### config.mk
export PLATFORM = sky130hd
export DESIGN_NAME = persist_fault_qual
export DESIGN_NICKNAME = d
export VERILOG_FILES = /design/src/rtl/pfq_pkg.sv /design/src/rtl/pfq_avg.sv /design/src/rtl/pfq_persist.sv /design/src/rtl/pfq_latch.sv /design/src/rtl/persist_fault_qual.sv
export SDC_FILE = /design/constraint.sdc
export NUM_CORES = 1
export LEC_CHECK = 0
export BUFFER_PORTS_ARGS = -buffer_cell sky130_fd_sc_hd__buf_2
export CORE_MARGIN = 2
export CORE_UTILIZATION = 40
export CTS_BUF_LIST = sky130_fd_sc_hd__clkbuf_4 sky130_fd_sc_hd__clkbuf_8
export DETAILED_ROUTE_END_ITERATION = 10
export GPL_TIMING_DRIVEN = 0
export SLEW_MARGIN = 15
export SYNTH_ARGS = -nofsm -noshare
export SYNTH_HDL_FRONTEND = slang
export SYNTH_SLANG_ARGS = --single-unit
### constraint.sdc
create_clock -name clk -period 4.5 [get_ports clk]
set_clock_uncertainty 0.15 [all_clocks]
set_input_delay 0.9 -clock clk [delete_from_list [all_inputs] [get_ports clk]]
set_output_delay 0.9 -clock clk [all_outputs]
set_load 0.05 [all_outputs]
### src/rtl/pfq_pkg.sv
package pfq_pkg;

  typedef struct packed {
    logic uv;
    logic ov;
    logic ot;
  } pfq_cause_t;

endpackage

### src/rtl/pfq_avg.sv
module pfq_avg #(
  parameter int DATA_W   = 12,
  parameter int AVG_LOG2 = 3
) (
  input  logic              clk,
  input  logic              rst_n,
  input  logic              vld,
  input  logic [DATA_W-1:0] din,
  output logic [DATA_W-1:0] avg_q,
  output logic [DATA_W-1:0] avg_nxt
);

  localparam int DEPTH = 1 << AVG_LOG2;
  localparam int SUM_W = DATA_W + AVG_LOG2;

  function automatic logic [DATA_W-1:0] mean_of(input logic [SUM_W-1:0] s);
    return s[SUM_W-1:AVG_LOG2];
  endfunction

  logic [DEPTH-1:0][DATA_W-1:0] hist_q;
  logic [SUM_W-1:0]             sum_q, sum_nxt, din_ext;
  logic                         primed_q;

  assign din_ext = SUM_W'(din);

  // First strobe fills the window; afterwards add newest, drop oldest.
  always_comb begin
    if (primed_q) sum_nxt = sum_q + din_ext - SUM_W'(hist_q[DEPTH-1]);
    else          sum_nxt = din_ext << AVG_LOG2;
  end

  always_ff @(posedge clk or negedge rst_n) begin
    if (!rst_n) begin
      hist_q   <= '0;
      sum_q    <= '0;
      primed_q <= 1'b0;
    end else if (vld) begin
      hist_q[0] <= din;
      for (int i = 1; i < DEPTH; i++)
        hist_q[i] <= primed_q ? hist_q[i-1] : din;
      sum_q    <= sum_nxt;
      primed_q <= 1'b1;
    end
  end

  assign avg_q   = mean_of(sum_q);
  assign avg_nxt = mean_of(sum_nxt);

endmodule

### src/rtl/pfq_persist.sv
module pfq_persist #(
  parameter int DATA_W = 12,
  parameter int PERS_W = 8
) (
  input  logic              clk,
  input  logic              rst_n,
  input  logic              vld,
  input  logic [DATA_W-1:0] avg_nxt,
  input  logic [DATA_W-1:0] lim_under,
  input  logic [DATA_W-1:0] lim_over,
  input  logic [PERS_W-1:0] persist_len,
  output logic              win_lo,
  output logic              win_hi,
  output logic              win_out,
  output logic              trip,
  output logic [PERS_W-1:0] cnt_q
);

  localparam logic [PERS_W-1:0] CNT_MAX = '1;

  function automatic logic [PERS_W-1:0] sat_inc(input logic [PERS_W-1:0] c);
    return (c == CNT_MAX) ? CNT_MAX : c + 1'b1;
  endfunction

  logic [PERS_W-1:0] cnt_inc;

  assign win_lo  = avg_nxt < lim_under;
  assign win_hi  = avg_nxt > lim_over;
  assign win_out = win_lo | win_hi;
  assign cnt_inc = sat_inc(cnt_q);
  // persist_len of zero is met by the first out-of-window strobe
  assign trip    = vld & win_out & (cnt_inc >= persist_len);

  always_ff @(posedge clk or negedge rst_n) begin
    if (!rst_n)   cnt_q <= '0;
    else if (vld) cnt_q <= win_out ? cnt_inc : '0;
  end

endmodule

### src/rtl/pfq_latch.sv
module pfq_latch
  import pfq_pkg::*;
(
  input  logic       clk,
  input  logic       rst_n,
  input  pfq_cause_t set_c,
  input  logic       clr_ok,
  output pfq_cause_t cause_q
);

  // set has priority over an accepted clear in the same cycle
  always_ff @(posedge clk or negedge rst_n) begin
    if (!rst_n) cause_q <= '0;
    else        cause_q <= set_c | (cause_q & ~{3{clr_ok}});
  end

endmodule

### src/rtl/persist_fault_qual.sv
module persist_fault_qual
  import pfq_pkg::*;
#(
  parameter int DATA_W   = 12,
  parameter int AVG_LOG2 = 3,
  parameter int PERS_W   = 8
) (
  input  logic              clk,
  input  logic              rst_n,
  input  logic              smp_vld,
  input  logic [DATA_W-1:0] smp_volt,
  input  logic [DATA_W-1:0] smp_temp,
  input  logic [DATA_W-1:0] lim_under,
  input  logic [DATA_W-1:0] lim_over,
  input  logic [DATA_W-1:0] lim_temp,
  input  logic [PERS_W-1:0] persist_len,
  input  logic              flt_clear,
  output logic              pwm_off,
  output logic              cause_uv,
  output logic              cause_ov,
  output logic              cause_ot,
  output logic [DATA_W-1:0] avg_value
);

  function automatic logic too_hot(input logic [DATA_W-1:0] t,
                                   input logic [DATA_W-1:0] lim);
    return t > lim;
  endfunction

  logic [DATA_W-1:0] avg_nxt;
  logic              win_lo, win_hi, win_out, trip;
  logic [PERS_W-1:0] cnt_q;
  logic              temp_hot, hot_q, clr_ok;
  pfq_cause_t        set_c, cause_q;

  pfq_avg #(.DATA_W(DATA_W), .AVG_LOG2(AVG_LOG2)) u_avg (
    .clk     (clk),
    .rst_n   (rst_n),
    .vld     (smp_vld),
    .din     (smp_volt),
    .avg_q   (avg_value),
    .avg_nxt (avg_nxt)
  );

  pfq_persist #(.DATA_W(DATA_W), .PERS_W(PERS_W)) u_persist (
    .clk         (clk),
    .rst_n       (rst_n),
    .vld         (smp_vld),
    .avg_nxt     (avg_nxt),
    .lim_under   (lim_under),
    .lim_over    (lim_over),
    .persist_len (persist_len),
    .win_lo      (win_lo),
    .win_hi      (win_hi),
    .win_out     (win_out),
    .trip        (trip),
    .cnt_q       (cnt_q)
  );

  assign temp_hot = too_hot(smp_temp, lim_temp);

  always_ff @(posedge clk or negedge rst_n) begin
    if (!rst_n)       hot_q <= 1'b0;
    else if (smp_vld) hot_q <= temp_hot;
  end

  assign clr_ok   = flt_clear & (cnt_q == '0) & ~hot_q;
  assign set_c.uv = trip & win_lo;
  assign set_c.ov = trip & win_hi;
  assign set_c.ot = smp_vld & temp_hot;

  pfq_latch u_latch (
    .clk     (clk),
    .rst_n   (rst_n),
    .set_c   (set_c),
    .clr_ok  (clr_ok),
    .cause_q (cause_q)
  );

  assign cause_uv = cause_q.uv;
  assign cause_ov = cause_q.ov;
  assign cause_ot = cause_q.ot;
  assign pwm_off  = |cause_q;

endmodule

==> impl_metrics.py, run 1 <==
metrics = {
    "critical_path": {
        "timing.reg2reg.setup_slack_ns": 0.15,
        "critical_path.reg2reg.endpoint": "u_persist.cnt_q[6]",
        "type_of_the_setup_path_with_the_least_slack": "in -> reg",
        "path_buf_inv": 4,
        "setup.worst_path.start_class": "input pin",
        "max_stage_delay_ns": 0.53,
        "ff2ff_path_depth": 17,
        "arrival_ns": 4.66,
        "critPathSlowestCell": "fa_1",
        "r2r-start": "u_avg.sum_q[4]",
        "timing.critical_path.from": "smp_volt[5]",
        "critical_path.cell_chain": "buf_4 > inv_2 > fa_1 > inv_1 > ha_4 > or4_4 > o2111ai_4 > a211oi_2 > o2111ai_1 > nand4b_1 > ha_1 > and3_4 > nand4_1 > a21o_1 > a31oi_4 > a41oi_4 > buf_12 > o32ai_2",
        "end_kind": "flip-flop",
        "critPathTopFamily": "compound AO/OA/AOI/OAI gates",
        "cp.required_ns": 4.71,
        "worst-path-max-fanout": 7,
    },
    "timing": {
        "max-slew-margin-rel": 0.331,
        "grt_setup_unrepaired": "true",
        "final.hold.worst_slack_ns": 0.329,
        "timing_worst_slew_pin_value_ns": 1.00,
        "finalHoldViolations": 0,
        "finalMaxSlewViolations": 0,
        "final_min_period_over_clock_period": 0.987,
        "total_of_endpoints_with_negative_setup_slack_in_the_final_report": 0,
        "timing.final.crit_period_ns": 4.44,
        "max_freq_mhz": 225,
    },
    "route": {
        "finalWirelength_mm": 21.3,
        "met3RoutedLength_um": 781,
        "route.layer.met1.wl_mm": 10.0,
        "avgRoutedWirePerCell_um": 17.6,
        "drt-vias-per-instance": 5.41,
        "first_pass_iters": 5,
        "dr.first_iter.drc_count": 432,
        "dr_total_vias": 6546,
        "drt_drc_violations_left": 0,
        "max_used_layer": "met4",
        "antenna_violating_nets_post_route": 0,
        "wl_met2_mm": 10.0,
    },
    "die": {
        "core_area_um2": 18600,
        "ioPinCount": 88,
        "core.rowCount": 50,
        "die_h_um": 141,
        "die_width_um": 141,
        "initial_core_util": 0.405,
        "die-area_um2": 19900,
    },
    "placement": {
        "port_buffers": 87,
        "dpl.hpwl_mm": 15.3,
        "post-place-cells": 1167,
        "globalplace.congestion": 0.848,
    },
    "yosys": {
        "syn-num-nets": 989,
        "synthesis.yosys.warnings": 0,
        "count_of_distinct_cell_types_in_the_synthesized_netlist": 61,
        "synth.cell_area_um2": 7520,
        "post_synth_inst_count": 845,
        "synth_edf_count": 0,
        "synth_ff_type": "dfrtp_1",
        "avgSynthCellArea_um2": 8.90,
        "yosys_register_bits": 124,
        "synth.yosys.seq_area_share": 0.413,
        "synthArstFlopShare": 1.00,
    },
    "finish": {
        "area_delta_synth_final_pct": 19.8,
        "design.final.nets": 1109,
        "drive_above_1_share": 0.215,
        "finalCoreUtilization": 0.485,
        "final-instance-count-excl-fill": 1211,
    },
    "power_and_ir_drop": {
        "ir_drop_v": 0.000258,
        "power.density_cell_area_nw_per_um2": 715,
        "leakage_power_figure_nw": 4.23,
    },
    "clocking": {
        "cts_tree": "done",
        "source_to_sink_clock_delay_at_the_later_pin_of_the_worst_skew_pair_ns": 0.45,
        "clockRootBuffer": "clkbuf_8",
        "tritoncts_num_sinks": 124,
        "cts_max_path_buffers": 2,
        "cts_htree_levels": 4,
        "cts-buffers-inserted": 17,
        "clk_pin_slew_worst_paths_ns": 0.08,
    },
    "min_path": {
        "timing.hold.worst.class": "in -> async",
    },
    "global_route": {
        "number_of_global_route_vias_before_repair": 6210,
        "global_route.overflow_total": 0,
        "antenna_found_initial": 1,
        "grt_start_max_net_pins": 72,
        "grt_first_pass_wirelength_mm": 33.3,
        "gr-usage-all-layers": 0.217,
    },
    "run_status": {
        "outcome": "completed",
    },
    "job": {
        "drv_cap": 0,
    },
}
==> timing repair <==
item | CTS | global route
setup buffers | 4 | 10
pin swaps | 17 | 29
hold buffers | 0 | 0
setup endpoints to repair | 8 | 10
resized for setup | 18 | 38
==> Yosys cell counts (4+ instances only) <==
library cell	number	share of area
nand3_1	11	0.0073
nand4_1	9	0.0075
a21o_1	17	0.017
nand2_1	18	0.0090
inv_1	102	0.051
nor2_1	115	0.057
buf_1	16	0.0080
clkbuf_1	20	0.010
dfrtp_1	124	0.41
nand2b_1	4	0.0033
buf_4	12	0.012
o21ai_0	18	0.012
mux2_2	18	0.027
nor2b_1	4	0.0033
xnor2_1	6	0.0070
a21oi_1	190	0.13
o21a_1	8	0.0080
o2bb2ai_1	4	0.0047
and3_1	6	0.0050
fa_1	12	0.032
ha_1	60	0.10
a31oi_1	4	0.0033
o211ai_1	5	0.0050
==> power by group <==
group | internal (W) | leakage [nW] | switching, W | total, W
sequential | 0.00135 | 1.36 | 0.000167 | 0.00152
combinational | 0.00183 | 2.70 | 0.00218 | 0.00401
clock | 0.000448 | 0.173 | 0.000463 | 0.000911
==> flip-flops by register name, indices dropped and copies added (netlist names) <==
| register | cells |
|---|---|
| u_persist.cnt_q | 8 |
| u_latch.cause_q | 3 |
| hot_q | 1 |
| u_avg.hist_q | 96 |
| u_avg.sum_q | 15 |
| u_avg.primed_q | 1 |
==> cell families (layout without fill, tap and decap cells) <==
group / Yosys count / count (layout) / synth area share
other cells: 0 / 1 / 0
compound gates: 282 / 282 / 0.221
flops: 124 / 124 / 0.413
fa+ha+maj: 72 / 72 / 0.132
simple gates: 187 / 187 / 0.113
buf+inv: 152 / 283 / 0.0819
xor+xnor: 7 / 7 / 0.00816
mux: 21 / 21 / 0.0310
==> cell usage in the layout (no fill, tap or decap), drive strengths merged, types with 6 or more instances in the layout <==
master / count
a21o: 19
o21a: 8
a21oi: 190
nand4: 9
nor2: 115
dfrtp: 124
clkinv: 6
clkbuf: 39
buf: 129
and3: 6
nand2: 18
o21ai: 19
inv: 104
fa: 12
nand3: 11
xnor2: 6
ha: 60
mux2: 18
==> per-layer routing <==
metal,vias to the layer above,GRT usage
met5,-,0
met4,0,0.0737
met3,25,0.0350
met2,152,0.333
met1,3231,0.312
li1,3138,-
==> stage by stage <==
| stage | worst slack [ns] | power (W) | instance area (µm²) | setup TNS (ns) |
|---|---|---|---|---|
| floorplan | 0.00258 | 0.00411 | 7540 | 0 |
| global placement | -0.766 | 0.00487 | 8270 | -5.98 |
| detailed placement | -0.761 | 0.00493 | 8300 | -6.09 |
| CTS | 0.00478 | 0.00612 | 8790 | 0 |
| global route | -0.0882 | 0.00696 | 9010 | -0.173 |
| finish | 0.0580 | 0.00644 | 9010 | 0 |
==> final cells by class <==
type,count,area (µm²)
antenna,1,2.50
buffer,48,225
clock buffer,19,255
clock inverter,11,97.6
fill,1809,9570
inverter,104,403
multi-input combinational,569,4000
sequential,124,3100
tap,234,293
timing repair buffer,101,627
==> worst max path at each step <==
stage	endpoint	slack (ns)	depth (start not counted)
3_3_place_gp	u_persist.cnt_q[6]	-0.77	17
5_1_grt	u_persist.cnt_q[6]	-0.09	18
6_report	u_persist.cnt_q[6]	0.06	18
4_1_cts	u_persist.cnt_q[2]	0.005	18
2_1_floorplan	u_persist.cnt_q[2]	0.003	15
3_5_place_dp	u_persist.cnt_q[6]	-0.76	17
Power figures use the tool's default switching activity.
==> run 2, diff against run 1 <==
--- a/config.mk
+++ b/config.mk
@@ -6,11 +6,13 @@
 export NUM_CORES = 1
 export LEC_CHECK = 0
 export BUFFER_PORTS_ARGS = -buffer_cell sky130_fd_sc_hd__buf_2
-export CORE_MARGIN = 2
-export CORE_UTILIZATION = 40
+export CORE_MARGIN = 8
+export CORE_UTILIZATION = 55
 export CTS_BUF_LIST = sky130_fd_sc_hd__clkbuf_4 sky130_fd_sc_hd__clkbuf_8
 export DETAILED_ROUTE_END_ITERATION = 10
 export GPL_TIMING_DRIVEN = 0
+export PLACE_DENSITY = 0.76
+export REMOVE_ABC_BUFFERS = 1
 export SLEW_MARGIN = 15
 export SYNTH_ARGS = -nofsm -noshare
 export SYNTH_HDL_FRONTEND = slang
==> run 2 against run 1 <==
  * The run now ends with negative setup slack left
  * Sequential cell count did not move
  * Count of clock-buffer cells in the layout unchanged
  * Critical path depth shrank 1
  * Via count down 5.8%
  * Power shrank 3.4%
  * Wire length decreased by 22%
  * Hold slack got worse by 0.081 ns
  * Worst setup slack lost 0.12 ns
  * Sequential power about the same
  * Clock power up 15%
  * Register-to-register slack got worse by 0.12 ns
  * Highest routed layer unchanged
  * Final area shrank 3.1%
  * Critical endpoint unchanged
==> impl_metrics.py, run 2 (same netlist as run 1, synthesis figures left out) <==
metrics = {
    "run_status": {
        "outcome": "finished, violations left",
        "failed_checks": "negative setup slack",
    },
    "placement": {
        "port_buffers": 87,
        "placed_cell_area_um2": 8040,
        "dpl.hpwl_mm": 11.7,
        "globalplace.congestion": 0.827,
    },
    "die": {
        "ioPinCount": 88,
        "core.rowCount": 42,
        "core_area_um2": 13300,
        "die-area_um2": 17700,
        "die_h_um": 133,
        "die_width_um": 133,
        "initial_core_util": 0.565,
    },
    "critical_path": {
        "worst-path-max-fanout": 7,
        "end_kind": "flip-flop",
        "crit_end": "u_persist.cnt_q[6]",
        "ff2ff_path_depth": 16,
        "setup.worst_path.start_class": "input pin",
        "critical_path.reg2reg.endpoint": "u_persist.cnt_q[6]",
        "timing.reg2reg.setup_slack_ns": 0.03,
        "r2r-start": "u_avg.sum_q[6]",
        "cp.required_ns": 4.70,
        "timing.critical_path.from": "smp_volt[1]",
        "arrival_ns": 4.76,
        "type_of_the_setup_path_with_the_least_slack": "in -> reg",
    },
    "timing": {
        "timing.final.crit_period_ns": 4.56,
        "grt_setup_unrepaired": "true",
        "finalHoldViolations": 0,
        "max-slew-margin-rel": 0.563,
        "postLayoutSetupSlackWorst_ns": -0.0624,
        "fin_setup_tns_ns": -0.106,
        "max_freq_mhz": 219,
        "final_min_period_over_clock_period": 1.01,
        "finalMaxSlewViolations": 0,
        "timing_worst_slew_pin_value_ns": 0.653,
        "total_of_endpoints_with_negative_setup_slack_in_the_final_report": 4,
    },
    "power_and_ir_drop": {
        "leakage_power_figure_nw": 4.16,
        "ir_drop_v": 0.000398,
        "power.density_cell_area_nw_per_um2": 713,
    },
    "finish": {
        "most-common-layout-cells": "a21oi_1 (188), dfrtp_1 (123), nor2_1 (114)",
        "drive_above_1_share": 0.208,
        "largest_reg_flops": 96,
        "final_common_cell": "a21oi_1",
        "seqCellArea_um2": 3110,
        "layout_top_registers": "u_avg.hist_q (96), u_avg.sum_q (15), u_persist.cnt_q (8)",
        "layout.filler_cells": 1081,
        "n_antenna_cell": 0,
        "area_delta_synth_final_pct": 16.1,
        "design.final.nets": 1059,
        "layout.cell_area.non_filler_um2": 8730,
        "regMostFlops": "u_avg.hist_q",
        "multi_input_comb_area_um2": 3980,
    },
    "clocking": {
        "clk_pin_slew_worst_paths_ns": 0.07,
        "cts_hold_buf": 0,
        "cts_max_path_buffers": 2,
        "clockRootBuffer": "clkbuf_8",
        "source_to_sink_clock_delay_at_the_later_pin_of_the_worst_skew_pair_ns": 0.44,
        "cts_tree": "done",
        "cts_htree_levels": 4,
        "tritoncts_num_sinks": 124,
        "cts-buffers-inserted": 17,
    },
    "route": {
        "finalWirelength_mm": 16.5,
        "antenna_violating_nets_post_route": 0,
        "dr_total_vias": 6168,
        "avgRoutedWirePerCell_um": 15.0,
        "drt_drc_violations_left": 0,
        "drt-vias-per-instance": 5.59,
        "dr.first_iter.drc_count": 353,
        "first_pass_iters": 5,
    },
    "global_route": {
        "global_route.overflow_total": 0,
        "gr-usage-all-layers": 0.189,
        "grt_start_max_net_pins": 132,
        "number_of_global_route_vias_before_repair": 5837,
        "antenna_found_initial": 0,
        "grt_first_pass_wirelength_mm": 27.6,
    },
    "job": {
        "drv_cap": 0,
    },
    "min_path": {
        "timing.hold.worst.class": "in -> async",
    },
}
[run 2: cell types whose count changed in the layout (fill, tap and decap cells not counted), moves of 4 or more]
cell	change
buf_1	-16
buf_4	-14
clkbuf_1	-20
inv_1	+4
[run 2: worst min-delay path by stage]
stage                from               end  cells after the start  slack [ns]
floorplan           hot_q             hot_q                      1        0.30
global placement    hot_q             hot_q                      1        0.33
detailed placement  hot_q             hot_q                      1        0.33
CTS                 rst_n  u_avg.hist_q[69]                      1        0.25
global route        rst_n  u_avg.hist_q[69]                      1        0.27
finish              rst_n  u_avg.hist_q[69]                      1        0.25
[run 2: power by group]
group	internal, W	switching [W]
sequential	0.00135	0.000179
combinational	0.00157	0.00207
clock	0.000609	0.000442
[run 2: per-layer routing]
| layer | part of all wire | routed length [µm] | vias up | track usage |
|---|---|---|---|---|
| met3 | 0.038 | 620 | 20 | 0.0450 |
| met2 | 0.50 | 8200 | 100 | 0.310 |
| met1 | 0.45 | 7410 | 2995 | 0.242 |
| met5 | 0 | 0 | - | 0 |
| li1 | - | - | 3053 | - |
| met4 | 0.017 | 286 | 0 | 0.0593 |
[run 2: cell type report]
| class | instances | share of cell area |
|---|---|---|
| inverter | 104 | 0.0453 |
| multi-input combinational | 569 | 0.456 |
| timing repair buffer | 99 | 0.0695 |
| clock buffer | 19 | 0.0285 |
| clock inverter | 12 | 0.0198 |
| tap | 176 | 0.0252 |
| sequential | 124 | 0.356 |
[run 2: timing repair]
item,4_1_cts,5_1_grt
pin swaps,12,26
setup buffers,3,6
setup endpoints to repair,10,10
resized for setup,17,29
[run 2: through the flow]
step / worst slack, ns / util / power (W) / cells / hold WS [ns]
2_1_floorplan: -0.218 / - / 0.00397 / 797 / 0.305
3_3_place_gp: -1.75 / 0.598 / 0.00467 / 1060 / 0.330
3_5_place_dp: -0.964 / 0.605 / 0.00477 / 1063 / 0.328
4_1_cts: -0.0388 / 0.645 / 0.00601 / 1097 / 0.254
5_1_grt: -0.223 / 0.657 / 0.00673 / 1103 / 0.272
6_report: -0.0624 / 0.657 / 0.00622 / 1103 / 0.248
[run 2: worst max-delay path: stages]
cell       delay, ns
buf_8           0.10
inv_4           0.05
fa_2            0.45
fa_2            0.44
nor2b_4         0.15
o31a_1          0.23
o2111ai_4       0.21
a211oi_4        0.30
or3_4           0.18
nand4b_1        0.21
ha_1            0.38
and3_4          0.18
nand4_1         0.15
a21o_1          0.23
a31oi_4         0.22
a41oi_4         0.10
o32ai_2         0.29
==> run 3, diff against run 2 <==
--- a/config.mk
+++ b/config.mk
@@ -8,7 +8,7 @@
 export BUFFER_PORTS_ARGS = -buffer_cell sky130_fd_sc_hd__buf_2
 export CORE_MARGIN = 8
 export CORE_UTILIZATION = 55
-export CTS_BUF_LIST = sky130_fd_sc_hd__clkbuf_4 sky130_fd_sc_hd__clkbuf_8
+export CTS_BUF_LIST = sky130_fd_sc_hd__clkbuf_16
 export DETAILED_ROUTE_END_ITERATION = 10
 export GPL_TIMING_DRIVEN = 0
 export PLACE_DENSITY = 0.76
==> run 3 against run 2 <==
  * The flow now finishes without violations
  * Highest routed layer unchanged
  * Power grew 9.2%
  * Count of clock-buffer cells in the layout is 2 lower
  * Critical path depth shrank 1
  * Via count rose by 0.78%
  * Sequential power hardly changed
  * Hold slack gained 0.029 ns
  * Sequential share of layout area fell by 1.3 points
  * First-iteration DRC count fell by 1.7%
  * Final cell count increased by 1.1%
  * Core utilization increased by 2.4 points
  * Largest cell class unchanged
  * Non-clock buffer count increased by 12
  * Global-route usage grew 0.79 points
==> impl_metrics.py, run 3 (same netlist as run 1, synthesis figures left out) <==
metrics = {
    "run_status": {
        "outcome": "completed",
    },
    "finish": {
        "drive_above_1_share": 0.224,
        "final_common_cell": "a21oi_1",
        "n_antenna_cell": 0,
        "final-instance-count-excl-fill": 1115,
        "area_delta_synth_final_pct": 20.4,
        "layout_top_registers": "u_avg.hist_q (96), u_avg.sum_q (15), u_persist.cnt_q (8)",
        "most-common-layout-cells": "a21oi_1 (187), dfrtp_1 (123), nor2_1 (114)",
        "design.final.nets": 1071,
        "largest_reg_flops": 96,
        "layout.filler_cells": 1022,
        "regMostFlops": "u_avg.hist_q",
    },
    "clocking": {
        "cts-buffers-inserted": 17,
        "source_to_sink_clock_delay_at_the_later_pin_of_the_worst_skew_pair_ns": 0.42,
        "cts_htree_levels": 4,
        "cts_max_path_buffers": 2,
        "clockRootBuffer": "clkbuf_16",
        "tritoncts_num_sinks": 124,
        "cts_tree": "done",
        "clk_pin_slew_worst_paths_ns": 0.06,
    },
    "timing": {
        "max_freq_mhz": 222,
        "max-slew-margin-rel": 0.586,
        "total_of_endpoints_with_negative_setup_slack_in_the_final_report": 0,
        "timing.final.crit_period_ns": 4.50,
        "final_min_period_over_clock_period": 1.00,
        "finalMaxSlewViolations": 0,
        "final.hold.worst_slack_ns": 0.278,
        "timing_worst_slew_pin_value_ns": 0.619,
        "postLayoutSetupSlackWorst_ns": 0.00192,
        "grt_setup_unrepaired": "true",
        "fin_setup_tns_ns": 0,
        "finalHoldViolations": 0,
    },
    "placement": {
        "post-place-cells": 1063,
        "detailedPlace.worstSlack_ns": -0.964,
        "globalplace.congestion": 0.827,
        "dpl.hpwl_mm": 11.7,
        "port_buffers": 87,
    },
    "power_and_ir_drop": {
        "ir_drop_v": 0.000454,
        "netSwitchingPower_w": 0.00282,
        "power.share.switching": 0.414,
        "power.internal_w": 0.00398,
        "power.density_cell_area_nw_per_um2": 751,
        "power.share.clock": 0.207,
        "combinational_power_share": 0.567,
        "leakage_power_figure_nw": 4.32,
        "sequential_share_of_power": 0.226,
    },
    "die": {
        "initial_core_util": 0.565,
        "die_width_um": 133,
        "die_h_um": 133,
        "core_area_um2": 13300,
        "die-area_um2": 17700,
        "ioPinCount": 88,
        "core.rowCount": 42,
    },
    "route": {
        "finalWirelength_mm": 17.2,
        "dr.first_iter.drc_count": 347,
        "dr_total_vias": 6216,
        "avgRoutedWirePerCell_um": 15.4,
        "first_pass_iters": 5,
        "antenna_violating_nets_post_route": 0,
        "drt_drc_violations_left": 0,
        "drt-vias-per-instance": 5.57,
    },
    "global_route": {
        "gr-usage-all-layers": 0.197,
        "global_route.overflow_total": 0,
        "number_of_global_route_vias_before_repair": 5993,
        "grt_start_max_net_pins": 132,
        "grt_first_pass_wirelength_mm": 28.5,
        "antenna_found_initial": 0,
    },
    "critical_path": {
        "cp.required_ns": 4.66,
        "end_kind": "flip-flop",
        "arrival_ns": 4.65,
        "type_of_the_setup_path_with_the_least_slack": "in -> reg",
        "setup.worst_path.start_class": "input pin",
        "worst-path-max-fanout": 4,
    },
    "job": {
        "drv_cap": 0,
    },
    "min_path": {
        "timing.hold.worst.class": "in -> async",
    },
}
==> run 3: path summary, 6_finish.rpt <==
| path | cells after the start | slack, ns | start | endpoint |
|---|---|---|---|---|
| worst min-delay path | 1 | 0.28 | rst_n | u_avg.hist_q[69] |
| min in group clk | 1 | 0.35 | hot_q | hot_q |
| worst max register to register | 17 | 0.06 | u_avg.hist_q[84] | u_persist.cnt_q[2] |
| worst max-delay path | 16 | 0.002 | smp_volt[7] | u_persist.cnt_q[2] |
| worst min register to register | 1 | 0.35 | hot_q | hot_q |
| max in group asynchronous | 2 | 3.19 | rst_n | u_avg.primed_q |
==> run 3: timing repair <==
item	CTS	global route
resized for setup	28	30
pin swaps	23	17
buffers inserted	10	11
endpoints found under the setup margin	10	10
hold buffers	0	0
cloned	0	0
==> run 3: per-stage QoR <==
| step | util | power, W | cell area (µm²) |
|---|---|---|---|
| after detailed placement | 0.605 | 0.00477 | 8040 |
| final | 0.681 | 0.00680 | 9050 |
| after CTS | 0.666 | 0.00651 | 8850 |
| after global routing | 0.681 | 0.00731 | 9050 |
| after floorplan | - | 0.00397 | 7290 |
| after global placement | 0.598 | 0.00467 | 7950 |
==> run 3: cell type report <==
cell class	count	area [µm²]	area share
multi-input cells	569	4000	0.442
inverters	104	393	0.0434
well taps	176	220	0.0243
clock buffers	17	425	0.0470
flip-flops and latches	124	3110	0.343
clock inverters	14	180	0.0199
repair buffers	111	727	0.0803
==> run 3: power groups by stage <==
stage / clock [W] / sequential [W] / combinational, W
4_1_cts: 0.00143 / 0.00153 / 0.00355
6_report: 0.00141 / 0.00153 / 0.00386
3_3_place_gp: 0 / 0.00154 / 0.00314
5_1_grt: 0.00148 / 0.00157 / 0.00426
2_1_floorplan: 0 / 0.00172 / 0.00225
3_5_place_dp: 0 / 0.00154 / 0.00323
==> run 3: metal layers <==
metal | up-vias | track usage | share of wire
met4 | 0 | 0.0669 | 0.017
li1 | 3068 | - | -
met1 | 3014 | 0.247 | 0.44
met3 | 24 | 0.0537 | 0.039
met5 | - | 0 | 0
met2 | 110 | 0.322 | 0.51
==> run 3: worst max-delay path: stages <==
cell and delay (ns):
buf_2 0.10, inv_2 0.05, fa_1 0.52, inv_1 0.04
ha_2 0.17, or4_4 0.53, o2111ai_4 0.30, a21o_2 0.22
or2_4 0.12, nand4b_1 0.22, ha_1 0.38, nand4_1 0.10
a2111oi_2 0.22, a21bo_2 0.29, and4_1 0.17, a221o_1 0.32
